## config.mk

```make
export PLATFORM = sky130hd
export DESIGN_NAME = sdv_descrambler_top
export DESIGN_NICKNAME = d
export VERILOG_FILES = /design/src/rtl/sdv_desc_pkg.sv /design/src/rtl/sdv_scr_core.sv /design/src/rtl/sdv_nrzi_dec.sv /design/src/rtl/sdv_out_stage.sv /design/src/rtl/sdv_descrambler_top.sv
export SDC_FILE = /design/constraint.sdc
export NUM_CORES = 1
export LEC_CHECK = 0
export BUFFER_PORTS_ARGS = -buffer_cell sky130_fd_sc_hd__buf_2
export CAP_MARGIN = 20
export CORE_ASPECT_RATIO = 1.75
export CORE_UTILIZATION = 40
export CTS_CLUSTER_DIAMETER = 80
export DETAILED_ROUTE_END_ITERATION = 12
export PLACE_DENSITY = 0.6
export SLEW_MARGIN = 20
export SYNTH_ARGS = -nofsm -noshare
export SYNTH_HDL_FRONTEND = slang
export SYNTH_SLANG_ARGS = --single-unit
```

## constraint.sdc

```tcl
create_clock -name clk -period 1.7 [get_ports clk]
set_input_delay 0 -clock clk [delete_from_list [all_inputs] [get_ports clk]]
set_output_delay 0 -clock clk [all_outputs]
set_load 0.02 [all_outputs]
```

## src/rtl/sdv_desc_pkg.sv

```systemverilog
package sdv_desc_pkg;
  // Character width and scrambler tap distances (x^9 + x^4 + 1)
  localparam int unsigned CHAR_W   = 10;
  localparam int unsigned TAP_NEAR = 4;
  localparam int unsigned TAP_FAR  = 9;

  typedef logic [CHAR_W-1:0] char_t;
endpackage

```

## src/rtl/sdv_scr_core.sv

```systemverilog
// Unrolled self-synchronizing descrambler: one character per clock.
module sdv_scr_core #(
  parameter int unsigned W    = sdv_desc_pkg::CHAR_W,
  parameter int unsigned NEAR = sdv_desc_pkg::TAP_NEAR,
  parameter int unsigned FAR  = sdv_desc_pkg::TAP_FAR
) (
  input  logic         clk,
  input  logic         rst_n,
  input  logic         en,
  input  logic [W-1:0] char_i,
  output logic [W-1:0] desc_o
);
  localparam int unsigned EXT_W = W + FAR;

  logic [FAR-1:0]   hist_q;   // last FAR received bits, MSB most recent
  logic [EXT_W-1:0] ext;      // received bits in serial order

  assign ext = {char_i, hist_q};

  for (genvar i = 0; i < W; i++) begin : g_tap
    assign desc_o[i] = ext[FAR+i] ^ ext[FAR+i-NEAR] ^ ext[i];
  end

  always_ff @(posedge clk or negedge rst_n) begin
    if (!rst_n)  hist_q <= '0;
    else if (en) hist_q <= ext[EXT_W-1 -: FAR];
  end

  // history frozen on idle cycles
  assert_hist_idle_R4: assert property (@(posedge clk) disable iff (!rst_n)
    !en |=> $stable(hist_q));
endmodule

```

## src/rtl/sdv_nrzi_dec.sv

```systemverilog
// NRZI to NRZ conversion across a whole character per clock.
module sdv_nrzi_dec #(
  parameter int unsigned W = sdv_desc_pkg::CHAR_W
) (
  input  logic         clk,
  input  logic         rst_n,
  input  logic         en,
  input  logic [W-1:0] desc_i,
  output logic [W-1:0] nrz_o,
  output logic         prev_o
);
  logic prev_q;  // last descrambled bit of previous valid character

  assign nrz_o[0] = desc_i[0] ^ prev_q;
  for (genvar i = 1; i < W; i++) begin : g_edge
    assign nrz_o[i] = desc_i[i] ^ desc_i[i-1];
  end
  assign prev_o = prev_q;

  always_ff @(posedge clk or negedge rst_n) begin
    if (!rst_n)  prev_q <= 1'b0;
    else if (en) prev_q <= desc_i[W-1];
  end

  // carry bit frozen on idle cycles
  assert_prev_idle_R4: assert property (@(posedge clk) disable iff (!rst_n)
    !en |=> $stable(prev_q));
endmodule

```

## src/rtl/sdv_out_stage.sv

```systemverilog
// Output register with bypass selection.
module sdv_out_stage #(
  parameter int unsigned W = sdv_desc_pkg::CHAR_W
) (
  input  logic         clk,
  input  logic         rst_n,
  input  logic         valid_i,
  input  logic         bypass_i,
  input  logic [W-1:0] raw_i,
  input  logic [W-1:0] dec_i,
  output logic [W-1:0] data_o,
  output logic         valid_o
);
  logic [W-1:0] sel;
  assign sel = bypass_i ? raw_i : dec_i;

  always_ff @(posedge clk or negedge rst_n) begin
    if (!rst_n) begin
      data_o  <= '0;
      valid_o <= 1'b0;
    end else begin
      valid_o <= valid_i;
      if (valid_i) data_o <= sel;
    end
  end

  assert_valid_follow_R6: assert property (@(posedge clk) disable iff (!rst_n)
    valid_i |=> valid_o);
  assert_valid_drop_R6: assert property (@(posedge clk) disable iff (!rst_n)
    !valid_i |=> !valid_o);
  assert_bypass_raw_R5: assert property (@(posedge clk) disable iff (!rst_n)
    (valid_i && bypass_i) |=> data_o == $past(raw_i));
  assert_idle_hold_R9: assert property (@(posedge clk) disable iff (!rst_n)
    !valid_i |=> $stable(data_o));
endmodule

```

## src/rtl/sdv_descrambler_top.sv

```systemverilog
module sdv_descrambler_top #(
  parameter int unsigned W    = sdv_desc_pkg::CHAR_W,
  parameter int unsigned NEAR = sdv_desc_pkg::TAP_NEAR,
  parameter int unsigned FAR  = sdv_desc_pkg::TAP_FAR
) (
  input  logic         clk,
  input  logic         rst_n,
  input  logic [W-1:0] in_data,
  input  logic         in_valid,
  input  logic         bypass,
  output logic [W-1:0] out_data,
  output logic         out_valid
);
  logic [W-1:0] desc_w;
  logic [W-1:0] nrz_w;
  logic         prev_w;

  sdv_scr_core #(.W(W), .NEAR(NEAR), .FAR(FAR)) u_core (
    .clk(clk), .rst_n(rst_n), .en(in_valid),
    .char_i(in_data), .desc_o(desc_w)
  );

  sdv_nrzi_dec #(.W(W)) u_nrzi (
    .clk(clk), .rst_n(rst_n), .en(in_valid),
    .desc_i(desc_w), .nrz_o(nrz_w), .prev_o(prev_w)
  );

  sdv_out_stage #(.W(W)) u_out (
    .clk(clk), .rst_n(rst_n), .valid_i(in_valid), .bypass_i(bypass),
    .raw_i(in_data), .dec_i(nrz_w), .data_o(out_data), .valid_o(out_valid)
  );

  // first output bit joins across the character boundary
  assert_first_bit_R3: assert property (@(posedge clk) disable iff (!rst_n)
    (in_valid && !bypass) |=> out_data[0] == $past(desc_w[0] ^ prev_w));
endmodule

```

==> results.py <==
metrics = {
    "finish": {
        "synthToLayoutAreaGrowth_pct": 14.9,
        "nets": 140,
        "n_antenna_cell": 0,
        "finalNonFillerCells": 153,
        "layout_common_cells": "24 x buf_2, 21 x dfrtp_1, 15 x xnor2_1, 10 x mux2_2, 8 x nor2_1",
        "stdcell_area_um2": 1400,
        "layout.cells.most_common": "buf_2",
        "layout-drive-gt1-share": 0.320,
    },
    "timing": {
        "finalCritPeriodShare": 0.919,
        "slew_viol_final": 0,
        "tns_ns": 0,
        "min_period_ns": 1.56,
        "skew_ns": 0.00263,
        "final_hold_viol_count": 0,
        "setup_ws_ns": 0.138,
        "tightestPinTransition_ns": 0.513,
        "hold_slack_ns": 0.0276,
        "rsz0062_at_grt": "false",
        "slew_headroom": 0.658,
        "max_freq_mhz": 640,
        "setup_viol": 0,
    },
    "clock_network": {
        "clockBufferDepth": 2,
        "cts_root_buf": "clkbuf_8",
        "cts.sinks": 21,
        "cts_tree": "yes",
        "cts-htree-levels": 1,
        "post_cts_buffers": 0,
        "clkSlewWorstSetupHoldPaths_ns": 0.08,
        "clkLatencyLatePin_ns": 0.26,
        "cts_resized": 0,
        "cts_made_buffers": 3,
    },
    "placed_design": {
        "port_buffers": 24,
        "dp_slack_ns": 0.139,
        "placed_cells": 148,
        "placed_area_um2": 1340,
        "gp_congestion": 0.736,
    },
    "synth": {
        "ys_top_cells_by_area": "dfrtp_1 43%, xnor3_1 13%, xnor2_1 11%",
        "ys_warn_count": 0,
        "synth_cells": 100,
        "synthesis.nets": 114,
        "synth_top_area_share": 0.433,
        "yosysSeqAreaShare": 0.433,
        "synth_area_leader_cell": "dfrtp_1",
        "synth_area_um2": 1210,
        "synth.distinct_cells": 19,
        "synth-seq-cells": 21,
        "avgSynthCellArea_um2": 12.1,
    },
    "die": {
        "fp.dieW_um": 43.7,
        "design.die.area_um2": 3270,
        "core_area_um2": 2900,
        "num_rows": 26,
        "fp.dieH_um": 74.9,
        "initial_utilization": 0.420,
        "ioPinCount": 25,
    },
    "route": {
        "drtIter0Drc": 19,
        "drtAntennaViolNets": 0,
        "vias_per_cell": 5.35,
        "wl_um": 2220,
        "wl_per_cell_um": 14.5,
        "drc": 4,
        "vias": 819,
        "detail_route.first_pass.iterations": 8,
    },
    "run_status": {
        "outcome": "finished, violations left",
        "violations": "DRC",
    },
    "critical_path": {
        "worstPathRequired_ns": 1.88,
        "crit_slowest_cell": "xnor3_1",
        "crit_type": "reg2reg",
        "crit_path_end_kind": "flip-flop",
        "cp_slowest_stage_delay_ns": 0.47,
        "crit_chain": "xnor3_1 > xnor2_1 > or3_1 > a31oi_1",
        "path_delay_family": "XOR/XNOR gates",
        "crit_buf_inv": 0,
        "crit_arrival_ns": 1.74,
        "path_max_fanout": 4,
        "worst_setup_path_start_kind": "flip-flop",
    },
    "power": {
        "power.density_nw_per_um2": 1030,
        "clock_power_share": 0.226,
        "power.switching_uw": 456,
        "p_sw_frac": 0.317,
        "vdd_drop_max_mv": 0.477,
        "seq_power_share": 0.432,
        "intPower_uw": 981,
        "power_leakage_uw": 0.000640,
        "pwr-share-comb": 0.342,
    },
    "global_routing": {
        "grt.overflow.total": 0,
        "grt_antenna_before_repair": 0,
        "grt_pass1_vias": 802,
        "grt_max_degree": 28,
        "grtUsageTotal": 0.158,
        "grt_pass1_wl_um": 3770,
    },
    "hold_path": {
        "hold_path.class": "in2reg",
    },
    "run": {
        "maxCapViolations": 0,
    },
}
## final timing paths
kind / endpoint / slack (ns) / cells past startpoint / startpoint
max: u_out.data_o[1] / 0.14 / 4 / u_core.hist_q[5]
min: u_core.hist_q[6] / 0.03 / 2 / in_data[7]
max reg2reg: u_out.data_o[1] / 0.14 / 4 / u_core.hist_q[5]
min reg2reg: u_out.data_o[0] / 0.52 / 2 / u_out.data_o[0]
max in group asynchronous: u_core.hist_q[7] / 1.15 / 2 / rst_n
min in group asynchronous: u_out.data_o[7] / 0.23 / 2 / rst_n
## power groups by stage
stage / Combinational (µW) / Clock (µW) / Sequential [µW]
5_1_grt: 543 / 366 / 632
4_1_cts: 498 / 342 / 621
6_report: 492 / 325 / 620
3_3_place_gp: 488 / 0 / 628
3_5_place_dp: 496 / 0 / 631
2_1_floorplan: 304 / 0 / 690
## area by class of cell
type / instances / area, µm²
Clock inverter: 1 / 5.00
Tap cell: 28 / 35.0
Timing Repair Buffer: 26 / 138
Sequential cell: 21 / 526
Multi-Input combinational cell: 71 / 641
Fill cell: 286 / 1500
Inverter: 3 / 11.3
Clock buffer: 3 / 41.3
## cell families after synthesis
family / synth area share
xor gates and xnor gates: 0.280
DFF: 0.433
and+or+nand+nor: 0.0731
AOI/OAI and AO/OA: 0.0814
muxes: 0.0927
buffers and inverters: 0.0402
## worst register-to-register path, cell delays in order, from the launching register on
cell and delay (ns):
dfrtp_1 0.41, xnor3_1 0.47, xnor2_1 0.15, or3_1 0.30
a31oi_1 0.16
## cell usage after synthesis, drive strengths merged
| cell type | number |
|---|---|
| dfrtp | 21 |
| xnor2 | 16 |
| mux2 | 10 |
| nor2 | 8 |
| xnor3 | 7 |
| a31oi | 6 |
| o21ai | 6 |
| or3 | 6 |
| xor2 | 4 |
| buf | 3 |
| inv | 3 |
| nand3 | 3 |
| o221ai | 3 |
| dlygate4sd1 | 2 |
| a21oi | 1 |
| nand2b | 1 |
## routing by layer
layer / vias up / wire, µm / track usage
met2: 21 / 1140 / 0.264
met3: 4 / 82 / 0.0240
met4: 0 / 68 / 0.0938
met5: - / 0 / 0
li1: 402 / - / -
met1: 392 / 934 / 0.189
## registers in the layout (all words and copies together) (netlist names)
register,count
u_out.data_o,10
u_out.valid_o,1
u_nrzi.prev_o,1
u_core.hist_q,9
## through the flow
step	util	total power, µW
after CTS	0.482	1460
after global placement	0.463	1120
after global routing	0.482	1540
after detailed placement	0.463	1130
after floorplan	-	994
final	0.482	1440
## what timing repair did
| action | 4_1_cts | 5_1_grt |
|---|---|---|
| hold endpoints to repair | 21 | 0 |
| endpoints found under the setup margin | 0 | 0 |
| hold buffers | 1 | 0 |
Power figures use the tool's default switching activity.
